## src/rtl/stat_pkg.sv

```systemverilog
package stat_pkg;
  localparam int unsigned N_CNT = 5;
  typedef enum logic [2:0] {
    CNT_ACK    = 3'd0,
    CNT_NACK   = 3'd1,
    CNT_TX     = 3'd2,
    CNT_TRACE  = 3'd3,
    CNT_FILTER = 3'd4
  } cnt_sel_e;
endpackage

```

## src/rtl/stat_event_enc.sv

```systemverilog
module stat_event_enc
  import stat_pkg::*;
(
  input  logic                  ack_ok_i,
  input  logic                  nack_i,
  input  logic                  retry_i,
  input  logic                  pkt_tx_i,
  input  logic                  pkt_stomped_i,
  input  logic                  trace_hit_i,
  input  logic                  filter_hit_i,
  output logic [N_CNT-1:0][1:0] inc_o
);
  always_comb begin
    inc_o             = '0;
    inc_o[CNT_ACK]    = {1'b0, ack_ok_i};
    inc_o[CNT_NACK]   = 2'({1'b0, nack_i} + {1'b0, retry_i});
    inc_o[CNT_TX]     = {1'b0, pkt_tx_i & ~pkt_stomped_i};
    inc_o[CNT_TRACE]  = {1'b0, trace_hit_i};
    inc_o[CNT_FILTER] = {1'b0, filter_hit_i};
  end
endmodule

```

## src/rtl/stat_sat_counter.sv

```systemverilog
module stat_sat_counter #(
  parameter int unsigned CNT_W = 32
) (
  input  logic             clk_i,
  input  logic             rst_ni,
  input  logic [1:0]       inc_i,
  input  logic             clr_i,
  output logic [CNT_W-1:0] cnt_o
);
  localparam logic [CNT_W:0] MAX_EXT = {1'b0, {CNT_W{1'b1}}};

  logic [CNT_W-1:0] cnt_q;
  logic [CNT_W:0]   sum;
  logic [CNT_W-1:0] cnt_d;

  always_comb begin
    sum = {1'b0, cnt_q} + (CNT_W+1)'(inc_i);
    if (clr_i)              cnt_d = CNT_W'(inc_i);  // event in the read cycle survives the clear
    else if (sum > MAX_EXT) cnt_d = {CNT_W{1'b1}};
    else                    cnt_d = sum[CNT_W-1:0];
  end

  always_ff @(posedge clk_i or negedge rst_ni) begin
    if (!rst_ni) cnt_q <= '0;
    else         cnt_q <= cnt_d;
  end

  assign cnt_o = cnt_q;
endmodule

```

## src/rtl/stat_rd_port.sv

```systemverilog
module stat_rd_port
  import stat_pkg::*;
#(
  parameter int unsigned CNT_W  = 32,
  parameter int unsigned ADDR_W = 3
) (
  input  logic                        clk_i,
  input  logic                        rst_ni,
  input  logic                        rd_en_i,
  input  logic [ADDR_W-1:0]           rd_addr_i,
  input  logic [N_CNT-1:0][CNT_W-1:0] cnt_i,
  output logic [N_CNT-1:0]            clr_o,
  output logic [CNT_W-1:0]            rd_data_o
);
  logic [CNT_W-1:0] sel;
  logic [CNT_W-1:0] rd_q;

  for (genvar g = 0; g < N_CNT; g++) begin : g_clr
    assign clr_o[g] = rd_en_i && (rd_addr_i == ADDR_W'(g));
  end

  always_comb begin
    sel = '0;
    for (int i = 0; i < N_CNT; i++)
      if (rd_addr_i == ADDR_W'(i)) sel = cnt_i[i];
  end

  always_ff @(posedge clk_i or negedge rst_ni) begin
    if (!rst_ni)      rd_q <= '0;
    else if (rd_en_i) rd_q <= sel;
  end

  assign rd_data_o = rd_q;
endmodule

```

## src/rtl/port_stat_counters.sv

```systemverilog
module port_stat_counters
  import stat_pkg::*;
#(
  parameter int unsigned CNT_W  = 32,
  parameter int unsigned ADDR_W = 3
) (
  input  logic              clk_i,
  input  logic              rst_ni,
  input  logic              ack_ok_i,
  input  logic              nack_i,
  input  logic              retry_i,
  input  logic              pkt_tx_i,
  input  logic              pkt_stomped_i,
  input  logic              trace_hit_i,
  input  logic              filter_hit_i,
  input  logic              rd_en_i,
  input  logic [ADDR_W-1:0] rd_addr_i,
  output logic [CNT_W-1:0]  rd_data_o
);
  logic [N_CNT-1:0][1:0]       inc;
  logic [N_CNT-1:0]            clr;
  logic [N_CNT-1:0][CNT_W-1:0] cnt;

  stat_event_enc u_enc (
    .ack_ok_i      (ack_ok_i),
    .nack_i        (nack_i),
    .retry_i       (retry_i),
    .pkt_tx_i      (pkt_tx_i),
    .pkt_stomped_i (pkt_stomped_i),
    .trace_hit_i   (trace_hit_i),
    .filter_hit_i  (filter_hit_i),
    .inc_o         (inc)
  );

  for (genvar g = 0; g < N_CNT; g++) begin : g_cnt
    stat_sat_counter #(.CNT_W(CNT_W)) u_cnt (
      .clk_i  (clk_i),
      .rst_ni (rst_ni),
      .inc_i  (inc[g]),
      .clr_i  (clr[g]),
      .cnt_o  (cnt[g])
    );
  end

  stat_rd_port #(.CNT_W(CNT_W), .ADDR_W(ADDR_W)) u_rd (
    .clk_i     (clk_i),
    .rst_ni    (rst_ni),
    .rd_en_i   (rd_en_i),
    .rd_addr_i (rd_addr_i),
    .cnt_i     (cnt),
    .clr_o     (clr),
    .rd_data_o (rd_data_o)
  );
endmodule

```

## config.mk

```make
export PLATFORM = sky130hd
export DESIGN_NAME = port_stat_counters
export DESIGN_NICKNAME = d
export VERILOG_FILES = /design/src/rtl/stat_pkg.sv /design/src/rtl/stat_event_enc.sv /design/src/rtl/stat_sat_counter.sv /design/src/rtl/stat_rd_port.sv /design/src/rtl/port_stat_counters.sv
export SDC_FILE = /design/constraint.sdc
export NUM_CORES = 1
export LEC_CHECK = 0
export ABC_AREA = 1
export BUFFER_PORTS_ARGS = -buffer_cell sky130_fd_sc_hd__buf_2
export CAP_MARGIN = 0
export CORE_UTILIZATION = 35
export DETAILED_ROUTE_END_ITERATION = 10
export GPL_TIMING_DRIVEN = 0
export SLEW_MARGIN = 10
export SYNTH_ARGS = -nofsm -noshare
export SYNTH_HDL_FRONTEND = slang
export SYNTH_SLANG_ARGS = --single-unit
```

## constraint.sdc

```tcl
create_clock -name clk_i -period 2 [get_ports clk_i]
set_input_delay 0.1 -clock clk_i [delete_from_list [all_inputs] [get_ports clk_i]]
set_output_delay 0.1 -clock clk_i [all_outputs]
set_load 0.01 [all_outputs]
```

After elaboration in Yosys (flattened, before gate mapping)
Index checks and enable logic that the tools add are counted.
{"block": "word_totals", "elab_cells": 44, "in_bits": 13, "register_bits": 192, "output_inout_bits": 32}
{"block": "op_classes", "n_mux": 15, "eq_ne": 4, "n_reduce_logical": 6, "bitwise_logic": 2, "n_addsub": 6, "order_cmp": 5}
{"cell": "$mux 32", "count": 15}
{"cell": "$gt 33x32->1 const B", "count": 5}
{"cell": "$add 32x1->33", "count": 4}
{"cell": "$add 32x2->33", "count": 1}
{"cell": "$eq 3x2->1 const B", "count": 2}
{"cell": "$logic_and 1x1->1", "count": 5}
{"cell": "$eq 3x1->1 const B", "count": 1}
{"cell": "$eq 3x3->1 const B", "count": 1}
{"cell": "$logic_not 3->1", "count": 1}
{"cell": "$add 1x1->2", "count": 1}
{"cell": "$and 1x1->1", "count": 1}
{"cell": "$not 1->1", "count": 1}

Longest topological paths before layout
Gate-level depths: netlist of run 1.
{"block": "depth", "ltp_word": 6, "mapped_depth": 13, "depth_no_buf": 13}

Modules after synthesis
A second synthesis of run 1 with hierarchy kept.
{"block": "hier_totals", "hier_cells": 2040, "area_unflattened_um2": 13676.9}
{"mod": "stat_sat_counter at g_cnt[0].u_cnt ...", "cells_per_inst": 293, "n_inst": 4, "area_each_um2": 2112.0, "seq_area_each_um2": 800.8}
{"mod": "stat_rd_port", "cells_per_inst": 561, "n_inst": 1, "area_each_um2": 3026.7, "seq_area_each_um2": 800.8}
{"mod": "stat_sat_counter at g_cnt[3].u_cnt", "cells_per_inst": 296, "n_inst": 1, "area_each_um2": 2123.3, "seq_area_each_um2": 800.8}
{"mod": "stat_event_enc", "cells_per_inst": 11, "n_inst": 1, "area_each_um2": 78.8, "seq_area_each_um2": 0.0}

Least setup slack after synthesis of run 1
OpenSTA, ideal clock, no wires.
{"block": "synth_path", "path_type": "in2reg", "from": "input port nack_i", "to": "register g_cnt[1].u_cnt.cnt_q[0]", "arrival_ns": 1.662, "setup_slack_ns": 0.214, "required_time_ns": 1.876, "path_stages": 10, "setup_ns": 0.124, "n_path_buf": 1, "path_cell_list": "ha_1 ha_1 fa_1 nand2_2 nor2_4 nand2_4 nor2_8 nand3_4 buf_6 a21oi_1"}
{"block": "synth_via", "elab_chain_cells": 5}
{"item": "start: declaration", "line_no": "port_stat_counters.sv:10", "text": "input logic nack_i,"}
{"item": "$add 1x1->2 (*)", "line_no": "stat_event_enc.sv:16", "text": "inc_o[CNT_NACK] = 2'({1'b0, nack_i} + {1'b0, retry_i});"}
{"item": "$add 32x2->33", "line_no": "stat_sat_counter.sv:17", "text": "sum = {1'b0, cnt_q} + (CNT_W+1)'(inc_i);"}
{"item": "$gt 33x32->1", "line_no": "stat_sat_counter.sv:19", "text": "else if (sum > MAX_EXT) cnt_d = {CNT_W{1'b1}};"}
{"item": "$mux 32", "line_no": "stat_sat_counter.sv:19"}
{"item": "$mux 32 (*)", "line_no": "stat_sat_counter.sv:18", "text": "if (clr_i) cnt_d = CNT_W'(inc_i);"}
{"item": "net g_cnt[1].u_cnt.cnt_d[0]", "line_no": "stat_sat_counter.sv:14", "text": "logic [CNT_W-1:0] cnt_d;"}
{"item": "end signal: assignment", "line_no": "stat_sat_counter.sv:25", "text": "else cnt_q <= cnt_d;"}
{"item": "end: declaration", "line_no": "stat_sat_counter.sv:12", "text": "logic [CNT_W-1:0] cnt_q;"}
The timed path passes the listed nets; every way through them passes the cells marked *.
A chain may end at the register's enable or synchronous reset.

Worst setup path after layout of run 1
{"block": "layout_path", "from": "register g_cnt[1].u_cnt.cnt_q[1]", "to": "register g_cnt[1].u_cnt.cnt_q[11]"}
{"block": "layout_via", "elab_chain_cells": 4}
{"item": "$add 32x2->33 (*)", "line_no": "stat_sat_counter.sv:17"}
{"item": "$gt 33x32->1", "line_no": "stat_sat_counter.sv:19"}
{"item": "$mux 32 (*)", "line_no": "stat_sat_counter.sv:19"}
{"item": "$mux 32 (*)", "line_no": "stat_sat_counter.sv:18"}
{"item": "net g_cnt[1].u_cnt.cnt_d[11]", "line_no": "stat_sat_counter.sv:14"}
Marked as above.

==> run summary, run 1 <==
In the post-synthesis netlist, the biggest area contributors are sky130_fd_sc_hd__dfrtp_1, sky130_fd_sc_hd__nand2_1, sky130_fd_sc_hd__nor2_1, sky130_fd_sc_hd__inv_1, sky130_fd_sc_hd__nand3_1. The share of the clock period used by the worst path came out at 95.0%. The via count of the first global-routing pass came out at 11,396.

The number of synthesized register bits is 192. The total buffers and inverters traversed by the critical path is 1. The total number of nets in the final design came out at 2,000.

The pin count of the biggest net entering global routing is 88. The total of warnings raised by yosys is 0. The final hold slack is 62.9 ps. The total grt overflow came out at 0. For the worst setup path, the data required time is 2380 ps. The CTS clock-pin slew for the worst setup and hold paths came out at 80 ps.

The final-report hold violation count is 0. The proportion of synthesized flip-flops having asynchronous set or reset came out at 100%. The ratio of total power to cell area is around 700 nW/um^2.

The critical path is of the register to register type. The worst setup path is launched from a register. Broken down by cell family, the worst path's largest delay share belongs to simple AND/OR/NAND/NOR gates. The total clock buffers created by CTS came out at 17.

Data arrives at the worst endpoint at approximately 2300 ps. At the pin with the least slew margin, the transition time is 635 ps. In this run the mean area of a mapped cell was 6.85 sq um. The first-pass GRT wire length is 64,500 um. The critical-path maximum fanout is 10. The area added between synthesis and finish is 13.8%.

Dividing the detail-routed wire length by the instance count gives 16.8 um. The number of antenna violations at the first check in global routing came out at 0. The smallest clock period supported by the final layout is computed as 1900 ps.

The total nets after synthesis is 1,910. The congestion estimate from routability-driven global placement came to 0.984. Of the synthesized area, sequential elements account for 37.2%. The sum of net half-perimeters after detailed placement is 32,400 um. The design draws a little over 0.01 W. The count of unresolved DRC violations after routing came out at 0. The number of iterations in the first detailed-routing pass is 8. In this run, synthesis inferred 0 flip-flops with an integrated enable. The total die area is between 30,000 and 40,000 sq um.

The global-route usage over all layers is 22.2%. The maximum resistive drop on vdd is between 0.8 and 0.9 mV. The critical path goes through fa_2 > nand2_2 > nor2_4 > nand2_4 > nor2_8 > nand3_4 > buf_8 > a21oi_2. For this run, the top clock speed supported by timing is 0.526 GHz. The iteration-0 DRC count of the detailed router came out at 962. The number of pins exceeding their max-slew limit in the final report came out at 0. The number of library cell types mapped by synthesis is 40.

The pre-CTS setup slack is -195 ps. Setup repair after global routing left no endpoint under its margin. The clock root buffer master is sky130_fd_sc_hd__clkbuf_16.

The share of cells above drive strength 1 came out at 13.7%. Once placement finished, the instance area stood at 13,800 sq um. The total routed wirelength came out at 41,000 um.

The number of I/O pins came out at 45. The layout has ~3,800 filler cells. The die width is just under 200 um.

The final instance count without filler cells came out at about 2,400. The static leakage came out at 6.72 nW. The count of final setup violators came out at 0. For this configuration, the core starts out at a cell density of a little over a third.

The die boundary height is 194 um. The via-per-instance ratio is roughly 5.0. The H-tree was split into 4 levels. Headroom to the max-slew limit came out at between 50% and 60%. The top-area cell type share of the netlist area came out at 37.2%. The total non-filler cell area in the finished layout is 14,700 sq um. Including well taps, the total number of placed cells is 2,391. The final route contains 12,197 vias. Among all flip-flop cells after synthesis, the most frequent one is sky130_fd_sc_hd__dfrtp_1. The clock tree buffer depth came out at 2.

The total standard cell area after synthesis came out at between 10,000 and 15,000 sq um. Clock skew on the completed layout was measured at between 15 and 20 ps. The detail route stage leaves a number of antenna-violating nets equal to 0. The CTS sink count is 192.

The tightest min-delay check is of the input pin to asynchronous set/reset pin type. The worst path meets setup with 99.6 ps of slack. After floorplanning, the core was divided into 69 placement rows. The number of buffers added on ports came out at 43. At the later pin of the worst-skew pair, clock insertion delay measures approximately 460 ps.

The peak per-stage delay on the critical path is between 400 and 500 ps. TritonCTS built the clock tree. 0 antenna diodes ended up in the layout. Synthesis handed over a netlist of 1,885 instances.

STA classifies the critical path endpoint as a register. On the critical path, the stage with the largest delay is an instance of sky130_fd_sc_hd__dfrtp_1. The flow ran to the end, and the final reports show no timing, DRC or antenna violations. The reported max-cap violation count is 0. The largest total area in the synthesized netlist belongs to sky130_fd_sc_hd__dfrtp_1. The core region is about 36,000 sq um.
==> cells by family after synthesis <==
kind of cell    synth area share (%)
xor+xnor                        4.95
fa+ha+maj                       1.22
simple gates                    36.7
buf+inv                         9.62
compound gates                  10.3
flops                           37.2
==> power breakdown <==
part           switching, W  internal (W)
sequential         0.000501       0.00429
clock               0.00175       0.00189
combinational       0.00111      0.000762
total               0.00336       0.00694
==> metal layers <==
layer  part of all wire, %  wire [um]  GRT usage, %  up-vias
met3                   5.3       2190          3.44       55
met2                    44      18100          34.0      337
li1                      -          -             -     6052
met5                     0          0             0        -
met1                    48      19600          31.4     5753
met4                   2.8       1140          8.08        0
==> synthesized netlist by cell type (2+ instances only) <==
cell type	n
sky130_fd_sc_hd__a21oi_1	66
sky130_fd_sc_hd__a21oi_2	62
sky130_fd_sc_hd__a31oi_1	2
sky130_fd_sc_hd__and2_1	3
sky130_fd_sc_hd__and2_2	2
sky130_fd_sc_hd__buf_1	2
sky130_fd_sc_hd__buf_2	24
sky130_fd_sc_hd__buf_4	3
sky130_fd_sc_hd__buf_6	9
sky130_fd_sc_hd__clkbuf_1	10
sky130_fd_sc_hd__clkinv_1	2
sky130_fd_sc_hd__dfrtp_1	192
sky130_fd_sc_hd__ha_1	11
sky130_fd_sc_hd__inv_1	245
sky130_fd_sc_hd__inv_2	7
sky130_fd_sc_hd__nand2_1	627
sky130_fd_sc_hd__nand2_2	9
sky130_fd_sc_hd__nand2_4	3
sky130_fd_sc_hd__nand3_1	142
sky130_fd_sc_hd__nand3_2	6
sky130_fd_sc_hd__nand3_4	5
sky130_fd_sc_hd__nand3b_1	8
sky130_fd_sc_hd__nand4_1	8
sky130_fd_sc_hd__nor2_1	254
sky130_fd_sc_hd__nor2_2	13
sky130_fd_sc_hd__nor2_4	14
sky130_fd_sc_hd__nor2_8	4
sky130_fd_sc_hd__o211ai_1	3
sky130_fd_sc_hd__o21ai_0	40
sky130_fd_sc_hd__o21ai_1	7
sky130_fd_sc_hd__o221ai_1	7
sky130_fd_sc_hd__o22ai_1	16
sky130_fd_sc_hd__xnor2_1	16
sky130_fd_sc_hd__xor2_1	57
==> placed cells by master (no fill, tap or decap), types with 6 or more instances in the layout <==
cell	instances
sky130_fd_sc_hd__a21oi_1	66
sky130_fd_sc_hd__nand2_1	627
sky130_fd_sc_hd__o21ai_1	7
sky130_fd_sc_hd__nand2_4	6
sky130_fd_sc_hd__nand3b_1	8
sky130_fd_sc_hd__o21ai_0	40
sky130_fd_sc_hd__nor2_4	15
sky130_fd_sc_hd__nand2_2	6
sky130_fd_sc_hd__xnor2_1	16
sky130_fd_sc_hd__a21oi_2	62
sky130_fd_sc_hd__nand3_1	142
sky130_fd_sc_hd__buf_6	6
sky130_fd_sc_hd__nand4_1	8
sky130_fd_sc_hd__nand3_4	7
sky130_fd_sc_hd__buf_4	24
sky130_fd_sc_hd__xor2_1	57
sky130_fd_sc_hd__inv_1	245
sky130_fd_sc_hd__inv_2	7
sky130_fd_sc_hd__clkbuf_1	10
sky130_fd_sc_hd__clkbuf_16	17
sky130_fd_sc_hd__ha_2	6
sky130_fd_sc_hd__o221ai_1	7
sky130_fd_sc_hd__dfrtp_1	191
sky130_fd_sc_hd__o22ai_1	16
sky130_fd_sc_hd__nor2_1	252
sky130_fd_sc_hd__buf_2	64
sky130_fd_sc_hd__nor2_2	14
==> stage by stage <==
| stage | TNS (ps) | utilization, % |
|---|---|---|
| finish | 0 | 40.9 |
| floorplan | 0 | - |
| detailed placement | -5800 | 38.3 |
| global route | 0 | 40.9 |
| CTS | 0 | 40.3 |
| global placement | -518270 | 38.2 |
==> sequential cells by signal, summed over array words and instances, names as in the netlist <==
| signal | cells |
|---|---|
| u_rd.rd_data_o | 32 |
| g_cnt.u_cnt.cnt_o | 160 |
==> cell type report <==
cell class | instances | area (sq um) | area share, %
Timing Repair Buffer | 71 | 500 | 3.41
Clock buffer | 17 | 425 | 2.89
Tap cell | 461 | 577 | 3.92
Buffer | 48 | 310 | 2.11
Inverter | 254 | 953 | 6.49
Multi-Input combinational cell | 1391 | 6950 | 47.3
Clock inverter | 15 | 179 | 1.22
Sequential cell | 192 | 4810 | 32.7
==> final timing paths <==
path	start	to	slack [ps]	cells past startpoint
max	g_cnt[1].u_cnt.cnt_o[1]	g_cnt[1].u_cnt.cnt_o[11]	100	8
max reg2reg	g_cnt[1].u_cnt.cnt_o[1]	g_cnt[1].u_cnt.cnt_o[11]	100	8
max in group asynchronous	rst_ni	u_rd.rd_data_o[25]	820	4
min in group clk_i	retry_i	g_cnt[1].u_cnt.cnt_o[0]	120	4
min	rst_ni	g_cnt[1].u_cnt.cnt_o[15]	60	2
min reg2reg	u_rd.rd_data_o[27]	u_rd.rd_data_o[27]	480	2
==> timing repair <==
item / CTS / global route
hold endpoints to repair: 109 / 0
pin swaps: 2 / 12
setup buffers: 5 / 16
gates resized for setup: 7 / 20
hold buffers: 5 / 0
setup endpoints to repair: 66 / 131
No activity file was read; power rests on OpenSTA's default activity.
==> run 2: changes to the inputs <==
Settings changed: SYNTH_HIERARCHICAL from default to 1.
Clock period 2 ns to 2.4 ns, I/O delays scaled along.
==> run 2 against run 1 <==
  * Synthesized area up 5.9%
  * First-iteration DRC count rose by 31%
  * Register-to-register slack improved by 180 ps
  * Flip-flop and latch count did not move
  * Power fell by 15%
  * Clock skew shrank 2.8 ps
  * Final cell count is 7.7% higher
  * Via count up 6.9%
  * Sequential power is 14% lower
  * Global-route usage down 0.41 points
  * Maximum frequency fell by 10%
  * Critical path type unchanged
==> run summary, run 2 <==
The number of I/O pins is 45. For this block, the initial DRC count from the detailed router was 1,263. For the finished layout, the period the worst path requires is about 2100 ps.

The pin count of the biggest net entering global routing is 106. The filler cell count came out at 4,174. The transition time at the pin with the least slew margin is 792 ps. Across every metal layer, demand over resource in global routing totals 21.8%. The number of flops mapped to enable cells by yosys came out at 0.

The cell area that synthesis handed to floorplanning was about 14,000 sq um. The top cell types in the final layout, fill and taps aside, are sky130_fd_sc_hd__nand2_1, sky130_fd_sc_hd__nor2_1, sky130_fd_sc_hd__inv_1. The peak per-stage delay on the critical path is approximately 460 ps. The run finished with clean final reports. The startpoint kind of the worst setup timing path is a register. OpenSTA, run right after detailed placement, puts the worst setup slack at 170 ps. Walking the worst path, the cells encountered are ha_1 > fa_1 > nand3_2 > inv_2 > nand2_4 > nor2_8 > nand3_4 > buf_6 > nand3_1 > nand2_1 > inv_1. The static leakage is 7.29 nW. The mean post-synth cell area came out at 6.70 sq um.

The final hold slack came out at 59.0 ps. The arrival time reported for the critical path endpoint is 2480 ps. The clock tree from TritonCTS is done. For this run, the leading register cell type out of synthesis is sky130_fd_sc_hd__dfrtp_1. The worst setup path startpoint is g_cnt[3].u_cnt/cnt_o[0]. The area of combinational cells with multiple inputs is 7520 sq um. The register with the most flip-flops in the layout has 160 of them. The number of library cell types mapped by synthesis is 36. The CTS sink count came out at 192. Row generation in the floorplan step produced 72 rows. During synthesis, Yosys emitted a total of 6 warnings.

The worst hold path class is input pin to register. After clock tree synthesis, the flow added hold-fix buffers numbering 5. The start of the worst register-to-register path is g_cnt[3].u_cnt/cnt_o[0].

The total clock buffers created by CTS came out at 17. Using the TritonRoute via totals, the vias-per-cell ratio works out to roughly 4.9. In this run the clock root is driven by a sky130_fd_sc_hd__clkbuf_16. At the later pin of the worst-skew pair, clock insertion delay measures 470 ps.

The combined flip-flop and latch cell area came out at approximately 4800 sq um. The post-CTS setup buffer count is 0. By area the synthesized netlist is led by sky130_fd_sc_hd__dfrtp_1, sky130_fd_sc_hd__nand2_1, sky130_fd_sc_hd__nor2_1, sky130_fd_sc_hd__inv_1, sky130_fd_sc_hd__nand3_1. The final antenna-violating net count came out at 0. The via count of the first global-routing pass is 12,183. The worst setup path category is register to register. Setup repair after global routing left no endpoint under its margin. The total grt overflow is 0. The critical-path cell with the highest stage delay is sky130_fd_sc_hd__fa_1.

The share of synthesized area occupied by flip-flops and latches came out at between 30% and 40%. Gates resized during post-CTS repair numbered 0. The congestion estimate from routability-driven global placement came to approximately 0.95.

The total die area is 39,900 sq um. Derived from the worst setup path, the maximum achievable clock frequency is 0.472 GHz. The most common cell in the synthesized netlist is sky130_fd_sc_hd__nand2_1. The reported max-cap violation count is 0. The capture point of the worst reg-to-reg path is g_cnt[3].u_cnt/cnt_o[19]. The worst setup skew after layout came out at 13.8 ps.

The area added between synthesis and finish came out at 11.2%. The cell type with the highest aggregate area in the netlist is sky130_fd_sc_hd__dfrtp_1. The minimum setup slack in the final design is 282 ps. The number of antenna violations at the first check in global routing came out at 0.

The number of iterations in the first detailed-routing pass came out at 5. Once placement finished, the instance area stood at 14,600 sq um. Once detailed placement completed, the half-perimeter wirelength came to 32,200 um. Once the floorplan was initialized, standard cells occupied 35.5% of the core. The synthesized instance count came out at 2,040. CTS built an H-tree with a depth of 4.

The relative max-transition margin came out at approximately 47%. After detailed routing, the average wire length per cell comes to 15.8 um. The final-report hold violation count came out at 0. By count the netlist is led by sky130_fd_sc_hd__nand2_1, sky130_fd_sc_hd__nor2_1, sky130_fd_sc_hd__inv_1, sky130_fd_sc_hd__dfrtp_1, sky130_fd_sc_hd__nand3_1. The top-area cell type share of the netlist area came out at a little over a third. The die width came out at 200 um. Cells fill between 30% and 40% of the core in the end. The termination of the worst setup path is g_cnt[3].u_cnt/cnt_o[19]. The finished cells cover between 15,000 and 20,000 sq um. Along the worst path, the maximum fanout reaches 10. The number of buffers added on ports came out at 40. The count of vias placed by the detailed router is between 10,000 and 15,000. The count of unresolved DRC violations after routing is 0. The ratio of total power to cell area came out at 576 nW/um^2. The share of cells above drive strength 1 came out at 11.3%. The proportion of synthesized flip-flops having asynchronous set or reset is 100%. In this run the register-to-register setup slack is 280 ps. The number of pins exceeding their max-slew limit in the final report is 0.

Across the VDD grid, the largest voltage drop is between 0.3 and 0.4 mV. The die boundary height is 200 um. The routed design has 41,600 um of wire.

The count of final setup violators is 0. The CTS clock-pin slew for the worst setup and hold paths came out at 80 ps. Data on the critical path is required at its endpoint by between 2000 and 3000 ps.

The most frequent standard cell in the layout excluding fill and tap cells is sky130_fd_sc_hd__nand2_1. The first global-routing pass estimated 66,100 um of wire. The worst reg-to-reg path cell count is 11.

The number of synthesized register bits is between 150 and 200. After the last flow step, the layout net total stands at 2,137. The clock tree buffer depth came out at 2. The number of antenna cells inserted is 0. The core region area is 38,600 sq um. The nature of the critical path endpoint is a register. The share of the clock period used by the worst path came out at about 88%.
[run 2: report_power, final]
group	total (W)	leakage, nW	switching [W]	internal (W)
Clock	0.00293	0.286	0.00144	0.00150
Combinational	0.00169	4.40	0.000984	0.000708
Sequential	0.00413	2.60	0.000533	0.00360
[run 2: critical path, delay by kind of cell (launching register included)]
kind,cells,cell delay (ps)
adders and majority gates,2,710
buffers and inverters,3,290
DFF,1,440
and+or+nand+nor,6,580
[run 2: worst min-delay path by stage]
stage / to / slack [ps] / cells after the start / from
finish: g_cnt[2].u_cnt/cnt_o[0] / 60 / 5 / pkt_tx_i
global route: u_rd/rd_data_o[17] / 70 / 5 / rd_en_i
CTS: u_rd/rd_data_o[17] / 40 / 5 / rd_en_i
detailed placement: g_cnt[0].u_cnt/cnt_o[24] / 190 / 1 / rst_ni
global placement: g_cnt[3].u_cnt/cnt_o[0] / 380 / 3 / trace_hit_i
floorplan: g_cnt[0].u_cnt/cnt_o[0] / -180 / 0 / rst_ni
[run 2: per-layer routing]
layer,track usage (%),up-vias,part of all wire (%)
met3,2.70,70,4.7
li1,-,6452,-
met4,8.71,0,3.3
met5,0,-,0
met2,34.3,368,46
met1,30.1,6143,46
[run 2: layout make-up]
class	instances	area share, %
multi-input cells	1535	49.5
flip-flops and latches	192	31.6
inverters	250	6.17
well taps	518	4.26
clock buffers	18	2.89
plain buffers	66	2.79
repair buffers	46	1.89
clock inverters	13	0.954
[run 2: per-stage QoR]
| stage | power (W) | setup TNS, ps | std cells |
|---|---|---|---|
| after global routing | 0.00924 | 0 | 2638 |
| after CTS | 0.00883 | 0 | 2638 |
| after floorplan | 0.00526 | 0 | 2043 |
| after global placement | 0.00580 | -433920 | 2601 |
| final | 0.00876 | 0 | 2638 |
| after detailed placement | 0.00586 | 0 | 2602 |
[run 2: logic make-up (layout without fill, tap and decap cells)]
logic type / count (synthesis) / count (layout) / synth area share (%)
and+or+nand+nor: 1258 / 1258 / 39.8
buffers and inverters: 316 / 393 / 9.96
DFF: 192 / 192 / 35.1
AOI/OAI and AO/OA: 187 / 187 / 8.88
xor gates and xnor gates: 70 / 70 / 4.48
adders and majority gates: 16 / 16 / 1.74
other: 1 / 4 / 0.0274
